<file path="src/rtl/ipc_pkg.sv">
package ipc_pkg;
    typedef enum logic [2:0] {
        OPK_CPPR    = 3'd0,
        OPK_IPI     = 3'd1,
        OPK_ACCEPT  = 3'd2,
        OPK_EOI     = 3'd3,
        OPK_DELIVER = 3'd4
    } ipc_op_e;

    typedef enum logic [1:0] {
        ST_IDLE   = 2'd0,
        ST_EXEC   = 2'd1,
        ST_RESEND = 2'd2
    } ipc_state_e;
endpackage

</file>
<file path="src/rtl/ipc_seq.sv">
module ipc_seq
    import ipc_pkg::*;
(
    input  logic       clk,
    input  logic       rst_n,
    input  logic       cmd_valid,
    input  logic       dlv_valid,
    input  logic       want_resend,
    output ipc_state_e state,
    output logic       cmd_ready,
    output logic       dlv_ready,
    output logic       take_cmd,
    output logic       take_dlv
);
    ipc_state_e state_nxt;

    // state register
    always_ff @(posedge clk or negedge rst_n) begin
        if (!rst_n) state <= ST_IDLE;
        else        state <= state_nxt;
    end

    // transitions T_TAKE, T_DONE, T_RESEND, T_BACK
    always_comb begin
        state_nxt = state;
        unique case (state)
            ST_IDLE:   if (cmd_valid || dlv_valid) state_nxt = ST_EXEC;
            ST_EXEC:   state_nxt = want_resend ? ST_RESEND : ST_IDLE;
            ST_RESEND: state_nxt = ST_IDLE;
            default:   state_nxt = ST_IDLE;
        endcase
    end

    // outputs: a delivery wins over a command in the same cycle
    always_comb begin
        dlv_ready = (state == ST_IDLE);
        cmd_ready = (state == ST_IDLE) && !dlv_valid;
        take_dlv  = dlv_valid && dlv_ready;
        take_cmd  = cmd_valid && cmd_ready;
    end
endmodule

</file>
<file path="src/rtl/ipc_eval.sv">
module ipc_eval
    import ipc_pkg::*;
#(
    parameter int SRC_W   = 24,
    parameter int PRIO_W  = 8,
    parameter int IPI_SRC = 2,
    localparam int WORD_W = SRC_W + PRIO_W
) (
    input  ipc_state_e          state,
    input  ipc_op_e             op,
    input  logic [WORD_W-1:0]   op_word,
    input  logic [PRIO_W-1:0]   cur_cppr,
    input  logic [SRC_W-1:0]    cur_src,
    input  logic [PRIO_W-1:0]   cur_pprio,
    input  logic [PRIO_W-1:0]   cur_mfrr,
    input  logic                cur_irq,
    output logic [PRIO_W-1:0]   n_cppr,
    output logic [SRC_W-1:0]    n_src,
    output logic [PRIO_W-1:0]   n_pprio,
    output logic [PRIO_W-1:0]   n_mfrr,
    output logic                n_irq,
    output logic                rej_fire,
    output logic [SRC_W-1:0]    rej_id,
    output logic                resend_fire,
    output logic                want_resend,
    output logic                acc_fire,
    output logic [WORD_W-1:0]   acc_snap,
    output logic                eoi_fire,
    output logic [SRC_W-1:0]    eoi_id
);
    localparam logic [SRC_W-1:0] IPI_ID = SRC_W'(IPI_SRC);

    logic [PRIO_W-1:0] arg_lo;
    logic [PRIO_W-1:0] arg_hi;
    logic [SRC_W-1:0]  arg_src;
    logic [PRIO_W-1:0] ipi_prio;
    logic              has_pend;
    logic              ipi_blocked;

    assign arg_lo      = op_word[PRIO_W-1:0];
    assign arg_hi      = op_word[WORD_W-1:SRC_W];
    assign arg_src     = op_word[SRC_W-1:0];
    assign ipi_prio    = (state == ST_EXEC) ? arg_lo : cur_mfrr;
    assign has_pend    = (cur_src != '0);
    assign ipi_blocked = has_pend && (cur_pprio <= ipi_prio);

    always_comb begin
        n_cppr      = cur_cppr;
        n_src       = cur_src;
        n_pprio     = cur_pprio;
        n_mfrr      = cur_mfrr;
        n_irq       = cur_irq;
        rej_fire    = 1'b0;
        rej_id      = '0;
        resend_fire = 1'b0;
        want_resend = 1'b0;
        acc_fire    = 1'b0;
        acc_snap    = '0;
        eoi_fire    = 1'b0;
        eoi_id      = '0;
        unique case (state)
            ST_EXEC: begin
                unique case (op)
                    OPK_DELIVER: begin
                        if ((arg_hi >= cur_cppr) || (has_pend && (cur_pprio <= arg_hi))) begin
                            rej_fire = 1'b1;
                            rej_id   = arg_src;
                        end else begin
                            if (has_pend) begin
                                rej_fire = 1'b1;
                                rej_id   = cur_src;
                            end
                            n_src   = arg_src;
                            n_pprio = arg_hi;
                            n_irq   = 1'b1;
                        end
                    end
                    OPK_CPPR: begin
                        n_cppr = arg_lo;
                        if (arg_lo < cur_cppr) begin
                            if (has_pend && (arg_lo <= cur_pprio)) begin
                                n_src    = '0;
                                n_irq    = 1'b0;
                                rej_fire = 1'b1;
                                rej_id   = cur_src;
                            end
                        end else if (!has_pend) begin
                            want_resend = 1'b1;
                        end
                    end
                    OPK_IPI: begin
                        n_mfrr = arg_lo;
                        if ((arg_lo < cur_cppr) && !ipi_blocked) begin
                            if (has_pend) begin
                                rej_fire = 1'b1;
                                rej_id   = cur_src;
                            end
                            n_src   = IPI_ID;
                            n_pprio = arg_lo;
                            n_irq   = 1'b1;
                        end
                    end
                    OPK_ACCEPT: begin
                        acc_fire = 1'b1;
                        acc_snap = {cur_cppr, cur_src};
                        n_cppr   = cur_pprio;
                        n_src    = '0;
                        n_irq    = 1'b0;
                    end
                    OPK_EOI: begin
                        eoi_fire = 1'b1;
                        eoi_id   = arg_src;
                        n_cppr   = arg_hi;
                        if (!has_pend) want_resend = 1'b1;
                    end
                    default: ;
                endcase
            end
            ST_RESEND: begin
                resend_fire = 1'b1;
                if ((cur_mfrr < cur_cppr) && !ipi_blocked) begin
                    if (has_pend) begin
                        rej_fire = 1'b1;
                        rej_id   = cur_src;
                    end
                    n_src   = IPI_ID;
                    n_pprio = cur_mfrr;
                    n_irq   = 1'b1;
                end
            end
            default: ;
        endcase
    end
endmodule

</file>
<file path="src/rtl/ipc_regs.sv">
module ipc_regs
    import ipc_pkg::*;
#(
    parameter int SRC_W   = 24,
    parameter int PRIO_W  = 8,
    localparam int WORD_W = SRC_W + PRIO_W
) (
    input  logic              clk,
    input  logic              rst_n,
    input  logic              take_cmd,
    input  logic              take_dlv,
    input  logic [1:0]        cmd_op,
    input  logic [WORD_W-1:0] cmd_data,
    input  logic [SRC_W-1:0]  dlv_src,
    input  logic [PRIO_W-1:0] dlv_prio,
    input  logic [PRIO_W-1:0] n_cppr,
    input  logic [SRC_W-1:0]  n_src,
    input  logic [PRIO_W-1:0] n_pprio,
    input  logic [PRIO_W-1:0] n_mfrr,
    input  logic              n_irq,
    input  logic              rej_fire,
    input  logic [SRC_W-1:0]  rej_id,
    input  logic              resend_fire,
    input  logic              acc_fire,
    input  logic [WORD_W-1:0] acc_snap,
    input  logic              eoi_fire,
    input  logic [SRC_W-1:0]  eoi_id,
    output ipc_op_e           op,
    output logic [WORD_W-1:0] op_word,
    output logic [PRIO_W-1:0] cur_cppr,
    output logic [SRC_W-1:0]  cur_src,
    output logic [PRIO_W-1:0] cur_pprio,
    output logic [PRIO_W-1:0] cur_mfrr,
    output logic              cur_irq,
    output logic              rej_valid,
    output logic [SRC_W-1:0]  rej_src,
    output logic              resend_req,
    output logic              acc_valid,
    output logic [WORD_W-1:0] acc_word,
    output logic              eoi_valid,
    output logic [SRC_W-1:0]  eoi_src
);
    // operation latch
    always_ff @(posedge clk or negedge rst_n) begin
        if (!rst_n) begin
            op      <= OPK_CPPR;
            op_word <= '0;
        end else if (take_dlv) begin
            op      <= OPK_DELIVER;
            op_word <= {dlv_prio, dlv_src};
        end else if (take_cmd) begin
            op      <= ipc_op_e'({1'b0, cmd_op});
            op_word <= cmd_data;
        end
    end

    // presentation state
    always_ff @(posedge clk or negedge rst_n) begin
        if (!rst_n) begin
            cur_cppr  <= '0;
            cur_src   <= '0;
            cur_pprio <= '0;
            cur_mfrr  <= '1;
            cur_irq   <= 1'b0;
        end else begin
            cur_cppr  <= n_cppr;
            cur_src   <= n_src;
            cur_pprio <= n_pprio;
            cur_mfrr  <= n_mfrr;
            cur_irq   <= n_irq;
        end
    end

    // result pulses
    always_ff @(posedge clk or negedge rst_n) begin
        if (!rst_n) begin
            rej_valid  <= 1'b0;
            rej_src    <= '0;
            resend_req <= 1'b0;
            acc_valid  <= 1'b0;
            acc_word   <= '0;
            eoi_valid  <= 1'b0;
            eoi_src    <= '0;
        end else begin
            rej_valid  <= rej_fire;
            resend_req <= resend_fire;
            acc_valid  <= acc_fire;
            eoi_valid  <= eoi_fire;
            if (rej_fire) rej_src  <= rej_id;
            if (acc_fire) acc_word <= acc_snap;
            if (eoi_fire) eoi_src  <= eoi_id;
        end
    end
endmodule

</file>
<file path="src/rtl/intr_present_ctrl.sv">
module intr_present_ctrl
    import ipc_pkg::*;
#(
    parameter int SRC_W   = 24,
    parameter int PRIO_W  = 8,
    parameter int IPI_SRC = 2,
    localparam int WORD_W = SRC_W + PRIO_W
) (
    input  logic              clk,
    input  logic              rst_n,
    input  logic              cmd_valid,
    input  logic [1:0]        cmd_op,
    input  logic [WORD_W-1:0] cmd_data,
    output logic              cmd_ready,
    input  logic              dlv_valid,
    input  logic [SRC_W-1:0]  dlv_src,
    input  logic [PRIO_W-1:0] dlv_prio,
    output logic              dlv_ready,
    output logic              irq_out,
    output logic              rej_valid,
    output logic [SRC_W-1:0]  rej_src,
    output logic              resend_req,
    output logic              acc_valid,
    output logic [WORD_W-1:0] acc_word,
    output logic              eoi_valid,
    output logic [SRC_W-1:0]  eoi_src
);
    ipc_state_e        state;
    ipc_op_e           op;
    logic [WORD_W-1:0] op_word;
    logic              take_cmd, take_dlv;
    logic [PRIO_W-1:0] cur_cppr, cur_pprio, cur_mfrr;
    logic [SRC_W-1:0]  cur_src;
    logic              cur_irq;
    logic [PRIO_W-1:0] n_cppr, n_pprio, n_mfrr;
    logic [SRC_W-1:0]  n_src;
    logic              n_irq;
    logic              rej_fire, resend_fire, want_resend, acc_fire, eoi_fire;
    logic [SRC_W-1:0]  rej_id, eoi_id;
    logic [WORD_W-1:0] acc_snap;
    logic              engine_busy;

    assign irq_out     = cur_irq;
    assign engine_busy = (state != ST_IDLE);

    ipc_seq u_seq (
        .clk(clk), .rst_n(rst_n), .cmd_valid(cmd_valid), .dlv_valid(dlv_valid),
        .want_resend(want_resend), .state(state), .cmd_ready(cmd_ready),
        .dlv_ready(dlv_ready), .take_cmd(take_cmd), .take_dlv(take_dlv)
    );

    ipc_eval #(.SRC_W(SRC_W), .PRIO_W(PRIO_W), .IPI_SRC(IPI_SRC)) u_eval (
        .state(state), .op(op), .op_word(op_word),
        .cur_cppr(cur_cppr), .cur_src(cur_src), .cur_pprio(cur_pprio),
        .cur_mfrr(cur_mfrr), .cur_irq(cur_irq),
        .n_cppr(n_cppr), .n_src(n_src), .n_pprio(n_pprio), .n_mfrr(n_mfrr), .n_irq(n_irq),
        .rej_fire(rej_fire), .rej_id(rej_id), .resend_fire(resend_fire),
        .want_resend(want_resend), .acc_fire(acc_fire), .acc_snap(acc_snap),
        .eoi_fire(eoi_fire), .eoi_id(eoi_id)
    );

    ipc_regs #(.SRC_W(SRC_W), .PRIO_W(PRIO_W)) u_regs (
        .clk(clk), .rst_n(rst_n), .take_cmd(take_cmd), .take_dlv(take_dlv),
        .cmd_op(cmd_op), .cmd_data(cmd_data), .dlv_src(dlv_src), .dlv_prio(dlv_prio),
        .n_cppr(n_cppr), .n_src(n_src), .n_pprio(n_pprio), .n_mfrr(n_mfrr), .n_irq(n_irq),
        .rej_fire(rej_fire), .rej_id(rej_id), .resend_fire(resend_fire),
        .acc_fire(acc_fire), .acc_snap(acc_snap), .eoi_fire(eoi_fire), .eoi_id(eoi_id),
        .op(op), .op_word(op_word),
        .cur_cppr(cur_cppr), .cur_src(cur_src), .cur_pprio(cur_pprio),
        .cur_mfrr(cur_mfrr), .cur_irq(cur_irq),
        .rej_valid(rej_valid), .rej_src(rej_src), .resend_req(resend_req),
        .acc_valid(acc_valid), .acc_word(acc_word), .eoi_valid(eoi_valid), .eoi_src(eoi_src)
    );
endmodule

</file>
<file path="config.mk">
export PLATFORM = sky130hd
export DESIGN_NAME = intr_present_ctrl
export DESIGN_NICKNAME = d
export VERILOG_FILES = /design/src/rtl/ipc_pkg.sv /design/src/rtl/ipc_seq.sv /design/src/rtl/ipc_eval.sv /design/src/rtl/ipc_regs.sv /design/src/rtl/intr_present_ctrl.sv
export SDC_FILE = /design/constraint.sdc
export NUM_CORES = 1
export LEC_CHECK = 0
export ABC_CLOCK_PERIOD_IN_PS = 4010
export BUFFER_PORTS_ARGS = -buffer_cell sky130_fd_sc_hd__buf_4
export CORE_ASPECT_RATIO = 1.75
export CORE_UTILIZATION = 35
export CTS_BUF_LIST = sky130_fd_sc_hd__clkbuf_16
export DETAILED_ROUTE_END_ITERATION = 10
export PLACE_DENSITY = 0.65
export SLEW_MARGIN = 20
export SYNTH_ARGS = -nofsm -noshare
export SYNTH_HDL_FRONTEND = slang
export SYNTH_SLANG_ARGS = --single-unit
</file>
<file path="constraint.sdc">
create_clock -name clk -period 4.01 [get_ports clk]
set_input_delay 0.6015 -clock clk [delete_from_list [all_inputs] [get_ports clk]]
set_output_delay 0.6015 -clock clk [all_outputs]
set_load 0.03 [all_outputs]
</file>
[Yosys cells after proc, flatten, opt, wreduce, memory -nomap -nowiden]
Cells that the tools add are included.
Cells by class
  add/subtract/negate cells: 0
  $mul: 0
  divide/modulo/power cells: 0
  $lt $le $gt $ge: 6
  equality and inequality tests: 14
  shift operators: 0
  mux-type cells: 57
  bitwise logic cells: 0
  reduce and logical (&&, ||, !) cells: 22
Operators with widths (number)
  $mux 24: 13
  $mux 32: 4
  $pmux 24 s2: 2
  $pmux 24 s4: 1
  $pmux 24 s3: 1
  $mux 8: 4
  $pmux 8 s2: 2
  $le 8x8->1: 3
  $pmux 8 s3: 1
  $reduce_bool 24->1: 1
  $mux 1: 19
  $lt 8x8->1: 2
  $ne 3x3->1 const B: 5
  $ge 8x8->1: 1
  $logic_and 1x1->1: 8
  $reduce_and 7->1: 1
  $eq 3x2->1 const B: 2
  $mux 3: 2
  $pmux 1 s2: 3
  $ne 5x5->1 const B: 1
  $reduce_and 5->1: 1
  $mux 2: 2
  $ne 2x1->1 const B: 2
  $pmux 1 s4: 1
  13 further kinds: 17
Storage, ports and cells
  register bits after elaboration: 170
  latch bits: 0
  memory bits (writable): 0
  bits in read-only memories: 0
  bits of input ports: 70
  output and inout port bits: 87
  word-level logic and storage cells: 114
  memories: 0

[Logic depth before layout (Yosys ltp)]
Gate-level depths: netlist of the first run.
  depth after elaboration: 9
  gate-level depth with buffers: 15

[By module]
A second synthesis of the first run with hierarchy kept.
Second synthesis, totals
  cells, all modules: 815
  area, all modules: 9328.9 sq um
Modules (own cells, without submodules)
  ipc_regs: instances 1, cells an instance 371, area each 6234.7 sq um, seq. area each 4214.0 sq um
  ipc_eval: instances 1, cells an instance 436, area each 3000.4 sq um, seq. area each 0.0 sq um
  ipc_seq: instances 1, cells an instance 8, area each 93.8 sq um, seq. area each 50.0 sq um

[Worst setup path before layout of the first run]
OpenSTA, ideal clock, no wires.
  path type: reg2reg
  start point: reg u_seq.state[1]
  end point: reg u_regs.rej_src[10]
  library setup time: 0.130 ns
  arrival: 3.376 ns
  required time: 3.880 ns
  path slack: 0.504 ns
  cell stages (with the launch flop): 16
  period minus slack after synthesis: 3.506 ns
  path through: dfrtp_1 inv_1 ha_1 clkbuf_2 buf_1 mux2_2 ha_1 nor2b_1 o211ai_1 a211oi_4 o21ai_1 a2111oi_2 or2_1 buf_2 buf_2 a31oi_1
Between the ends
  word-level cells in the longest chain between the ends: 9
  elaborated cells between the ends (all ways): 16
  classes of those cells: order compare (1); eq/ne (2); mux (9); reduce/logical (4)
RTL lines
  from (decl): line ipc_seq.sv:9  | output ipc_state_e state,
  from (signal assigned): line ipc_seq.sv:20  | else state <= state_nxt;
  $eq 2x1->1: line ipc_eval.sv:43, ipc_eval.sv:61
  $mux 8: line ipc_eval.sv:43  | assign ipi_prio = (state == ST_EXEC) ? arg_lo : cur_mfrr;
  $le 8x8->1: line ipc_eval.sv:45  | assign ipi_blocked = has_pend && (cur_pprio <= ipi_prio);
  $logic_and 1x1->1: line ipc_eval.sv:45
  $logic_not 1->1: line ipc_eval.sv:93, ipc_eval.sv:121
  $logic_and 1x1->1: line ipc_eval.sv:93  | if ((arg_lo < cur_cppr) && !ipi_blocked) begin
  $mux 24 / $mux 1 (equally long branches): line ipc_eval.sv:93
  $pmux 24 s3 / $pmux 1 s3 (equally long branches): line ipc_eval.sv:63  | unique case (op)
  $pmux 24 s2 / $pmux 1 s2 (equally long branches): line ipc_eval.sv:61  | unique case (state)
  to (signal assigned): line ipc_regs.sv:89  | if (rej_fire) rej_src <= rej_id;
  to (decl): line ipc_regs.sv:36  | output logic [SRC_W-1:0] rej_src,
Several ways; a longest one is shown, not always the timed one.
A chain may end at the register's enable or synchronous reset.

[Worst setup path in the final report of the first run]
  start point: reg u_seq.state[1]
  end point: reg u_regs.cur_pprio[6]
Between the ends
  word-level cells in the longest chain between the ends: 8
  elaborated cells between the ends (all ways): 15
  classes of those cells: order compare (1); eq/ne (6); mux (2); reduce/logical (6)
RTL lines
  $eq 2x1->1: line ipc_eval.sv:43, ipc_eval.sv:61
  $mux 8: line ipc_eval.sv:43
  $le 8x8->1: line ipc_eval.sv:45
  $logic_and 1x1->1: line ipc_eval.sv:45
  $logic_not 1->1: line ipc_eval.sv:93, ipc_eval.sv:121
  $logic_and 1x1->1 (on tied branches): line ipc_eval.sv:93, ipc_eval.sv:121
  $ne 3x3->1 (no source line) / $ne 2x1->1 (equally long branches)
  $reduce_and 5->1 (no source line)
  to (signal assigned): line ipc_regs.sv:68  | cur_pprio <= n_pprio;
  to (decl): line ipc_regs.sv:32  | output logic [PRIO_W-1:0] cur_pprio,
Several ways; a longest one is shown, not always the timed one.

==> results.md, run 1 <==
- FF-to-FF End: u_regs.cur_pprio[6]
- Multi-input logic area: 4492 um2
- Run status: completed
- Die width: 124.6 um
- Die height: 216.5 um
- Clock Sinks: 170
- Routed Antenna Nets: 0
- WL per Instance: 20.22 um
- Post-Route WL: 27810 um
- Gr ovfl total: 0
- GRT Total Usage: 20.99%
- Most common cell after layout, fill and taps aside: buf_4
- Post_cts resized: 0
- Clock period minus worst slack: 3.679 ns
- R2r startpoint: u_seq.state[1]
- Leak: 5.474 nW
- Post-synthesis cell count: 900
- Diodes inserted: 0
- Critical path required time: 4.32 ns
- TritonCTS Buffers: 17
- CP Capture Type: register
- R2r setup slk: 0.33 ns
- Die area: 26970 um2
- Vias/cell: 5.568
- CP Max Fanout: 13
- Comb pwr share: 50.9%
- Max Clock Freq: 0.2718 GHz
- Initial Util: 35.58%
- Startpoint types: register
- PwrDens: 901.0 nW/um2
- Worst skew pair latency: 0.45 ns
- Net Sw Power: 4.705 mW
- Area Overhead vs Synth: 23.25%
- I/O pins: 157
- First-pass GRT wire length: 43270 um
- Worst-case clock buffer depth: 2
- Core area: 25860 um2
- Cell area after synthesis: 9203 um2
- Final worst-path cycle share: 91.74%
- Dpl hpwl: 20320 um
- Vias: 7656
- Clock power frac: 16.3%
- Port bufs: 156
- Register area share after synthesis: 46.34%
- TNS Setup: 0 ns
- Seq pwr share: 32.7%
- Root Buffer: clkbuf_16
- Initial antenna violation count: 0
- Yosys warnings: 0
- Mean Syn Cell Area: 10.23 um2
- Delay of the slowest cell on the worst path: 0.76 ns
- Slowest CP cell: or4b_1
- Met1 wire length: 10620 um
- Final core occ: 43.86%
- Most frequent cell on the critical path: ha_1
- Slew Limit Fails: 0
- Relative slew margins: 37.66%
- Setup Skew: 0.007553 ns
- Vias in the first global route: 7658
- Clock transition at path regs: 0.07 ns
- Postcts setup bufs: 0
- Post-Syn Nets: 1019
- NumNets Final: 1162
- Worst min path class: input port to asynchronous set/reset pin
- Largest net degree at the start of global routing: 109
- Gpl congestion: 0.8830
- Switching Fraction: 46.04%
- Final hold viol count: 0
- MaxCap Viol Count: 0
- CTS tree: yes
- Drt first pass iters: 5
- Initial detailed-routing violation count: 440
- Top delay family on crit path: simple AND/OR/NAND/NOR gates
- CP cell instances: inv_1 > ha_1 > mux2_2 > ha_1 > nand4_1 > nor2_1 > a211oi_4 > nor3_2 > o311a_1 > or4b_1 > mux2i_1
- Worst vdd ir: 0.0004144 V
- Setup violators final: 0
- Worst path bufs/invs: 1
- Crit path launch: u_seq.state[1]
- FFs w/ async S/R, synth: 100.0%
- Top FF cell, synth: dfrtp_1
- Top Metal Used: met4
- FF/Latch Area: 4264 um2
- # hold bufs at CTS: 0
- Pint: 5.514 mW
- Site Rows: 78
- Dominant cells by area after synthesis: dfrtp_1 44%, mux2_2 8.1%, ha_1 6.7%
- Commonest cells after routing, fill and taps aside: 184 x buf_4, 162 x dfrtp_1, 120 x nand2_1
- Layout cells sized above 1: 29.38%
- Number of synthesized register bits: 170
- Met2 wire len: 14100 um
- Filler cell count: 2465
- Number of flops mapped to enable cells by yosys: 0
- Yosys top cell by area: dfrtp_1
- R2R depth: 11
- CP Class: register to register
- Synth cell types: 63
- Met3 wire length: 1157 um
- DRC Markers: 0
- Max H-tree Level: 4
- Data arrival time of the worst path: 3.99 ns
- RSZ-0062 raised after global routing: false
- Post-synth top area share: 44.05%
- Worst-Margin Slew: 0.9351 ns
## how the worst max path moves through the flow
stage / cells after the start / slack [ns] / to
global route: 11 / 0.13 / u_regs.rej_src[6]
global placement: 11 / 0.24 / u_regs.rej_src[19]
detailed placement: 11 / 0.1 / u_regs.rej_src[18]
finish: 11 / 0.33 / u_regs.cur_pprio[6]
CTS: 11 / 0.08 / u_regs.rej_src[18]
floorplan: 15 / 0.50 / u_regs.rej_src[10]
## power by group through the flow
stage / Clock (mW) / Sequential (mW) / Combinational [mW]
final: 1.67 / 3.34 / 5.21
after global routing: 1.76 / 3.42 / 5.66
after CTS: 1.70 / 3.34 / 5.21
after detailed placement: 0 / 3.37 / 5.19
after global placement: 0 / 3.36 / 5.07
after floorplan: 0 / 3.67 / 2.92
## final cells by class
cell class | instances | share of cell area [%]
flip-flops and latches | 170 | 37.60
clock inverters | 14 | 1.434
well taps | 320 | 3.530
clock buffers | 17 | 3.751
inverters | 54 | 1.787
repair buffers | 185 | 12.30
multi-input cells | 615 | 39.60
## worst register-to-register path, stage by stage (launching register included)
cell      delay (ns)
dfrtp_1         0.39
inv_1           0.09
ha_1            0.57
mux2_2          0.42
ha_1            0.27
nand4_1         0.12
nor2_1          0.10
a211oi_4        0.21
nor3_2          0.09
o311a_1         0.28
or4b_1          0.76
mux2i_1         0.21
## sequential cells by signal, summed over array words and instances (netlist names), 2 cells and up
| name | cells |
|---|---|
| u_regs.cur_cppr | 8 |
| u_seq.state | 2 |
| u_regs.cur_src | 24 |
| u_regs.acc_word | 32 |
| u_regs.cur_mfrr | 8 |
| u_regs.eoi_src | 24 |
| u_regs.op | 3 |
| u_regs.rej_src | 24 |
| u_regs.op_word | 32 |
| u_regs.cur_pprio | 8 |
## through the flow
step	setup slack (ns)	power [mW]	cells	area (um2)	hold slack [ns]
3_5_place_dp	0.09944	8.567	1344	10750	0.4976
3_3_place_gp	0.2422	8.425	1344	10750	0.4801
5_1_grt	0.1288	10.85	1375	11340	0.3243
4_1_cts	0.07669	10.26	1375	11340	0.3337
2_1_floorplan	0.5035	6.590	900	9203	0.3059
6_report	0.3313	10.22	1375	11340	0.2157
## per-layer routing
layer,vias to the layer above,track usage (%)
li1,3544,-
met1,3723,23.33
met2,289,35.86
met3,100,3.530
met4,0,15.62
met5,-,0
## cell usage after synthesis, drive strengths merged (2+ instances only)
cell,instances
buf,12
a22oi,22
ha,49
a21o,2
nand2b,3
a21oi,33
a31oi,26
nand3,5
a22o,33
mux2i,37
a32o,2
nor2,29
dfrtp,162
nor3,31
or3,3
or2,3
clkbuf,49
nand4,7
dfstp,8
inv,54
o221ai,2
o21ai,35
mux2,66
a211o,3
nand2,120
nand3b,32
o211ai,33
a211oi,8
and3,4
nor4,6
nor2b,8
o311a,2
## logic make-up (layout without fill, tap and decap cells)
| group | after synthesis | count (layout) | share of synthesized area [%] |
|---|---|---|---|
| AOI/OAI and AO/OA | 207 | 207 | 15.87 |
| adders and majority gates | 49 | 49 | 6.662 |
| buffers and inverters | 115 | 270 | 5.262 |
| DFF | 170 | 170 | 46.34 |
| muxes | 103 | 103 | 12.10 |
| and+or+nand+nor | 256 | 256 | 13.77 |
Note: power is estimated with default switching activity, not from simulation.
==> inputs of run 2 (changes only) <==
- ABC_CLOCK_PERIOD_IN_PS: 4010 -> 4400
- clock period: 4.01 -> 4.4 ns (I/O delays scaled with it)
==> run 2 against run 1 <==
Net effect: clock skew increased by 0.0013 ns; core utilization is 0.11 points higher; highest routed layer unchanged; fmax grew 0.51%; first-iteration DRC count down 2.3%; critical path depth up 1; setup slack improved by 0.41 ns; critical endpoint is now u_regs.cur_pprio[4].
==> results.md, run 2 (synthesis results as in run 1) <==
- R2r setup slk: 0.74 ns
- Run status: completed
- Clock period minus worst slack: 3.660 ns
- First-pass GRT wire length: 44670 um
- Post-Layout Inst Area: 11370 um2
- Die area: 26970 um2
- Initial detailed-routing violation count: 430
- Data arrival time of the worst path: 4.02 ns
- Fraction of met3 tracks used by global routing: 3.777%
- Crit path launch: u_seq.state[1]
- Delay of the slowest cell on the worst path: 0.76 ns
- Die width: 124.6 um
- Die height: 216.5 um
- Site Rows: 78
- GR Layer Usage met2: 39.19%
- Dpl hpwl: 20760 um
- Met1 GRT Util: 23.96%
- Drt first pass iters: 5
- Most common cell after layout, fill and taps aside: buf_4
- MaxCap Viol Count: 0
- Max Clock Freq: 0.2732 GHz
- Top delay family on crit path: simple AND/OR/NAND/NOR gates
- CP Class: register to register
- Initial Util: 35.58%
- Post-Route WL: 28360 um
- Layout cells sized above 1: 29.10%
- Critical path required time: 4.76 ns
- Placed cell count: 1343
- NumNets Final: 1161
- FF-to-FF End: u_regs.cur_pprio[4]
- Post_cts resized: 0
- I/O pins: 157
- Initial antenna violation count: 0
- Place WS: 0.7858 ns
- CP cell instances: inv_1 > ha_1 > buf_4 > mux2i_1 > ha_1 > nor2b_1 > o211ai_1 > a211oi_4 > nor3_2 > o311a_1 > or4b_1 > mux2i_1
- Routed Antenna Nets: 0
- Largest net degree at the start of global routing: 101
- Worst skew pair latency: 0.45 ns
- DP Area: 10760 um2
- Setup WS post-layout: 0.7401 ns
- Slowest CP cell: or4b_1
- Vias/cell: 5.476
- Worst vdd ir: 0.0003784 V
- Setup Skew: 0.008824 ns
- Area Overhead vs Synth: 23.55%
- Final hold viol count: 0
- PwrDens: 827.2 nW/um2
- Postcts setup bufs: 0
- Final worst-path cycle share: 83.18%
- CP Max Fanout: 9
- Port bufs: 156
- Vias in the first global route: 7701
- Startpoint types: register
- Core area: 25860 um2
- GRT Total Usage: 21.79%
- RSZ-0062 raised after global routing: false
- CP Capture Type: register
- TritonCTS Buffers: 17
- Commonest cells after routing, fill and taps aside: 182 x buf_4, 162 x dfrtp_1, 120 x nand2_1
- Max H-tree Level: 4
- Levels on crit path: 12
- CTS tree: yes
- Root Buffer: clkbuf_16
- DRC Markers: 0
- Vias: 7529
- Worst-Margin Slew: 1.036 ns
- Clock transition at path regs: 0.07 ns
- Final non-filler cell total: 1375
- # hold bufs at CTS: 0
- Setup violators final: 0
- Diodes inserted: 0
- Slew Limit Fails: 0
- WL per Instance: 20.63 um
- R2R depth: 12
- TNS Setup: 0 ns
- Leak: 5.495 nW
- Worst-case clock buffer depth: 2
- Gr ovfl total: 0
- Filler cell count: 2449
- Worst setup path endpoint: u_regs.cur_pprio[4]
- Top Usage Layer GRT: met2
- Gpl congestion: 0.9442
- R2r startpoint: u_seq.state[1]
- Clock Sinks: 170
- Worst path bufs/invs: 2
- Relative slew margins: 30.92%
- Largest regs: u_regs.acc_word: 32 flops, u_regs.op_word: 32 flops
- Worst min path class: input port to asynchronous set/reset pin
run 2: changes by cell type in the layout (fill, tap and decap cells not counted), sizes merged:
| cell | previous run | this run |
|---|---|---|
| clkbuf | 18 | 17 |
| clkinv | 4 | 5 |
| bufinv | 2 | 4 |
| inv | 60 | 58 |
run 2: worst reg2reg max path, stage by stage, from the launching register on:
cell and delay [ns]:
dfrtp_1 0.38, inv_1 0.09, ha_1 0.47, buf_4 0.25
mux2i_1 0.08, ha_1 0.30, nor2b_1 0.13, o211ai_1 0.15
a211oi_4 0.28, nor3_2 0.09, o311a_1 0.29, or4b_1 0.76
mux2i_1 0.28
run 2: final cells by class:
class	instances	area (um2)	area share [%]
clock inverters	15	182.7	1.607
multi-input cells	615	4497	39.55
flip-flops and latches	170	4264	37.50
inverters	54	202.7	1.783
clock buffers	17	425.4	3.742
repair buffers	184	1398	12.29
well taps	320	400.4	3.522
run 2: metal layers:
layer | wire length (um) | vias up
li1 | - | 3524
met1 | 10720 | 3714
met2 | 15150 | 224
met3 | 1153 | 67
met4 | 1332 | 0
met5 | 0 | -
run 2: through the flow:
| step | utilization (%) | hold slack (ns) | power, mW |
|---|---|---|---|
| 6_report | 43.96 | 0.2135 | 9.406 |
| 5_1_grt | 43.96 | 0.2668 | 9.998 |
| 4_1_cts | 43.96 | 0.2437 | 9.434 |
| 3_5_place_dp | 41.61 | 0.4940 | 7.834 |
| 3_3_place_gp | 41.58 | 0.4879 | 7.708 |
| 2_1_floorplan | - | 0.3644 | 6.006 |
run 2: power by group:
part / internal, mW / switching, mW
Clock: 0.939 / 0.638
Combinational: 1.92 / 2.92
Sequential: 2.25 / 0.733
Total: 5.11 / 4.29
run 2: how the worst min path moves through the flow:
stage	startpoint	end	slack [ns]	cells after the start
after detailed placement	u_regs.cur_cppr[5]	u_regs.cur_cppr[5]	0.49	2
after floorplan	rst_n	u_regs.acc_valid	0.36	0
final	rst_n	u_regs.acc_word[30]	0.21	1
after global placement	u_regs.cur_cppr[2]	u_regs.cur_cppr[2]	0.49	2
after CTS	rst_n	u_regs.acc_word[6]	0.24	1
after global routing	rst_n	u_regs.acc_word[30]	0.27	1
==> inputs of run 3 (changes only) <==
- ABC_CLOCK_PERIOD_IN_PS: 4400 -> 3600
- clock period: 4.4 -> 3.6 ns (I/O delays scaled with it)
==> run 3 against run 2 <==
Net effect: largest cell class unchanged; critical endpoint is now u_regs.cur_src[16]; core utilization up 0.53 points; clock power increased by 20%; critical path depth is 1 higher; power up 24%; combinational power grew 25%; die area stayed put; setup slack worse by 0.42 ns; hold slack worse by 0.039 ns; wire length fell by 0.27%; register-to-register slack got worse by 0.42 ns; critical path type unchanged; sequential share of layout area is 0.44 points lower.
==> results.md, run 3 (synthesis results as in run 1) <==
- Comb pwr share: 52.0%
- Layout cells sized above 1: 30.38%
- Gpl congestion: 0.9037
- Most common cell after layout, fill and taps aside: buf_4
- I/O pins: 157
- Worst min path class: input port to asynchronous set/reset pin
- Initial antenna violation count: 0
- Vias/cell: 5.519
- Clock period minus worst slack: 3.281 ns
- Die width: 124.6 um
- Routed Antenna Nets: 0
- Filler cell count: 2430
- Startpoint types: register
- MaxCap Viol Count: 0
- Max H-tree Level: 4
- CTS tree: yes
- CP Max Fanout: 10
- Clock Sinks: 170
- R2r startpoint: u_seq.state[1]
- Die area: 26970 um2
- Seq pwr share: 31.8%
- Worst-case clock buffer depth: 2
- Switching Fraction: 45.49%
- Clock power frac: 16.3%
- Final non-filler cell total: 1393
- Post-Layout Inst Area: 11510 um2
- Vias in the first global route: 7794
- Drt first pass iters: 6
- RSZ-0062 raised after global routing: false
- Root Buffer: clkbuf_16
- Site Rows: 78
- Initial Util: 35.58%
- NumNets Final: 1179
- Leak: 5.565 nW
- TritonCTS Buffers: 17
- DRC Markers: 0
- Multi-input logic area: 4494 um2
- Diodes inserted: 0
- Area Overhead vs Synth: 25.03%
- Setup Skew: 0.01081 ns
- Largest regs: u_regs.acc_word: 32 flops, u_regs.op_word: 32 flops
- Setup violators final: 0
- GRT Total Usage: 21.53%
- WL per Instance: 20.31 um
- FF-to-FF End: u_regs.cur_src[16]
- Final worst-path cycle share: 91.13%
- Critical path required time: 3.96 ns
- Max Clock Freq: 0.3048 GHz
- Gr ovfl total: 0
- R2r setup slk: 0.32 ns
- Relative slew margins: 44.00%
- CP Class: register to register
- Die height: 216.5 um
- Vias: 7688
- Net Sw Power: 5.285 mW
- TNS Setup: 0 ns
- CP Capture Type: register
- Dpl hpwl: 20960 um
- Placed cell count: 1361
- Pint: 6.333 mW
- R2R depth: 13
- Run status: completed
- Initial detailed-routing violation count: 495
- DP Area: 10900 um2
- Worst-Margin Slew: 0.8400 ns
- Post-Route WL: 28290 um
- First-pass GRT wire length: 44480 um
- Slew Limit Fails: 0
- Data arrival time of the worst path: 3.64 ns
- Clock transition at path regs: 0.06 ns
- Worst vdd ir: 0.0004867 V
- PwrDens: 1010 nW/um2
- Largest net degree at the start of global routing: 88
- Final hold viol count: 0
- FF/Latch Area: 4264 um2
- Worst skew pair latency: 0.45 ns
- Commonest cells after routing, fill and taps aside: 199 x buf_4, 162 x dfrtp_1, 120 x nand2_1
- Core area: 25860 um2
- Port bufs: 156
## run 3: worst max path at each step
stage	startpoint	endpoint	depth (start not counted)
6_report	u_seq.state[1]	u_regs.cur_src[16]	13
5_1_grt	u_seq.state[1]	u_regs.cur_pprio[7]	13
4_1_cts	u_seq.state[1]	u_regs.cur_pprio[7]	13
3_5_place_dp	u_seq.state[1]	u_regs.cur_src[20]	13
3_3_place_gp	u_seq.state[1]	u_regs.cur_pprio[0]	13
2_1_floorplan	u_seq.state[1]	u_regs.rej_src[10]	15
## run 3: worst max-delay path: stages, from the launching register on
cell      delay [ns]
dfrtp_1         0.39
inv_1           0.11
ha_2            0.33
buf_4           0.17
mux2i_1         0.07
ha_1            0.31
nand4_2         0.17
nor2_1          0.32
nor2b_2         0.11
nor3_2          0.24
o21ai_0         0.15
nand4b_1        0.29
buf_4           0.29
mux2i_1         0.23
## run 3: final cells by class
class	instances	share of cell area, %
multi-input cells	615	39.06
flip-flops and latches	170	37.06
repair buffers	202	13.43
clock buffers	17	3.697
well taps	320	3.480
inverters	54	1.762
clock inverters	15	1.512
## run 3: per-layer routing
| layer | wire [um] | GRT usage [%] | part of all wire, % |
|---|---|---|---|
| met1 | 10600 | 23.79 | 37 |
| met2 | 14770 | 37.97 | 52 |
| met3 | 1203 | 3.258 | 4.3 |
| met4 | 1719 | 14.38 | 6.1 |
| met5 | 0 | 0 | 0 |
## run 3: power groups by stage
stage	Combinational (mW)	Sequential [mW]	Clock (mW)
after CTS	6.06	3.68	1.92
final	6.04	3.69	1.89
after floorplan	3.25	4.09	0
after global placement	5.88	3.70	0
after detailed placement	6.02	3.71	0
after global routing	6.56	3.78	2.00
## run 3: timing repair
action | in CTS | in global routing
hold buffers | 0 | 0
buffers inserted | 0 | 0
endpoints found under the setup margin | 0 | 12
hold endpoints to repair | 0 | 0
gates resized for setup | 0 | 1
## run 3: through the flow
stage          util (%)  hold slack, ns  power (mW)  worst slack [ns]
5_1_grt           44.49          0.2280       12.34            0.1084
3_5_place_dp      42.16          0.4898       9.733            0.2526
4_1_cts           44.48          0.1999       11.66            0.2110
6_report          44.49          0.1749       11.62            0.3193
2_1_floorplan         -          0.2444       7.341           0.09354
3_3_place_gp      42.16          0.4904       9.583            0.3362
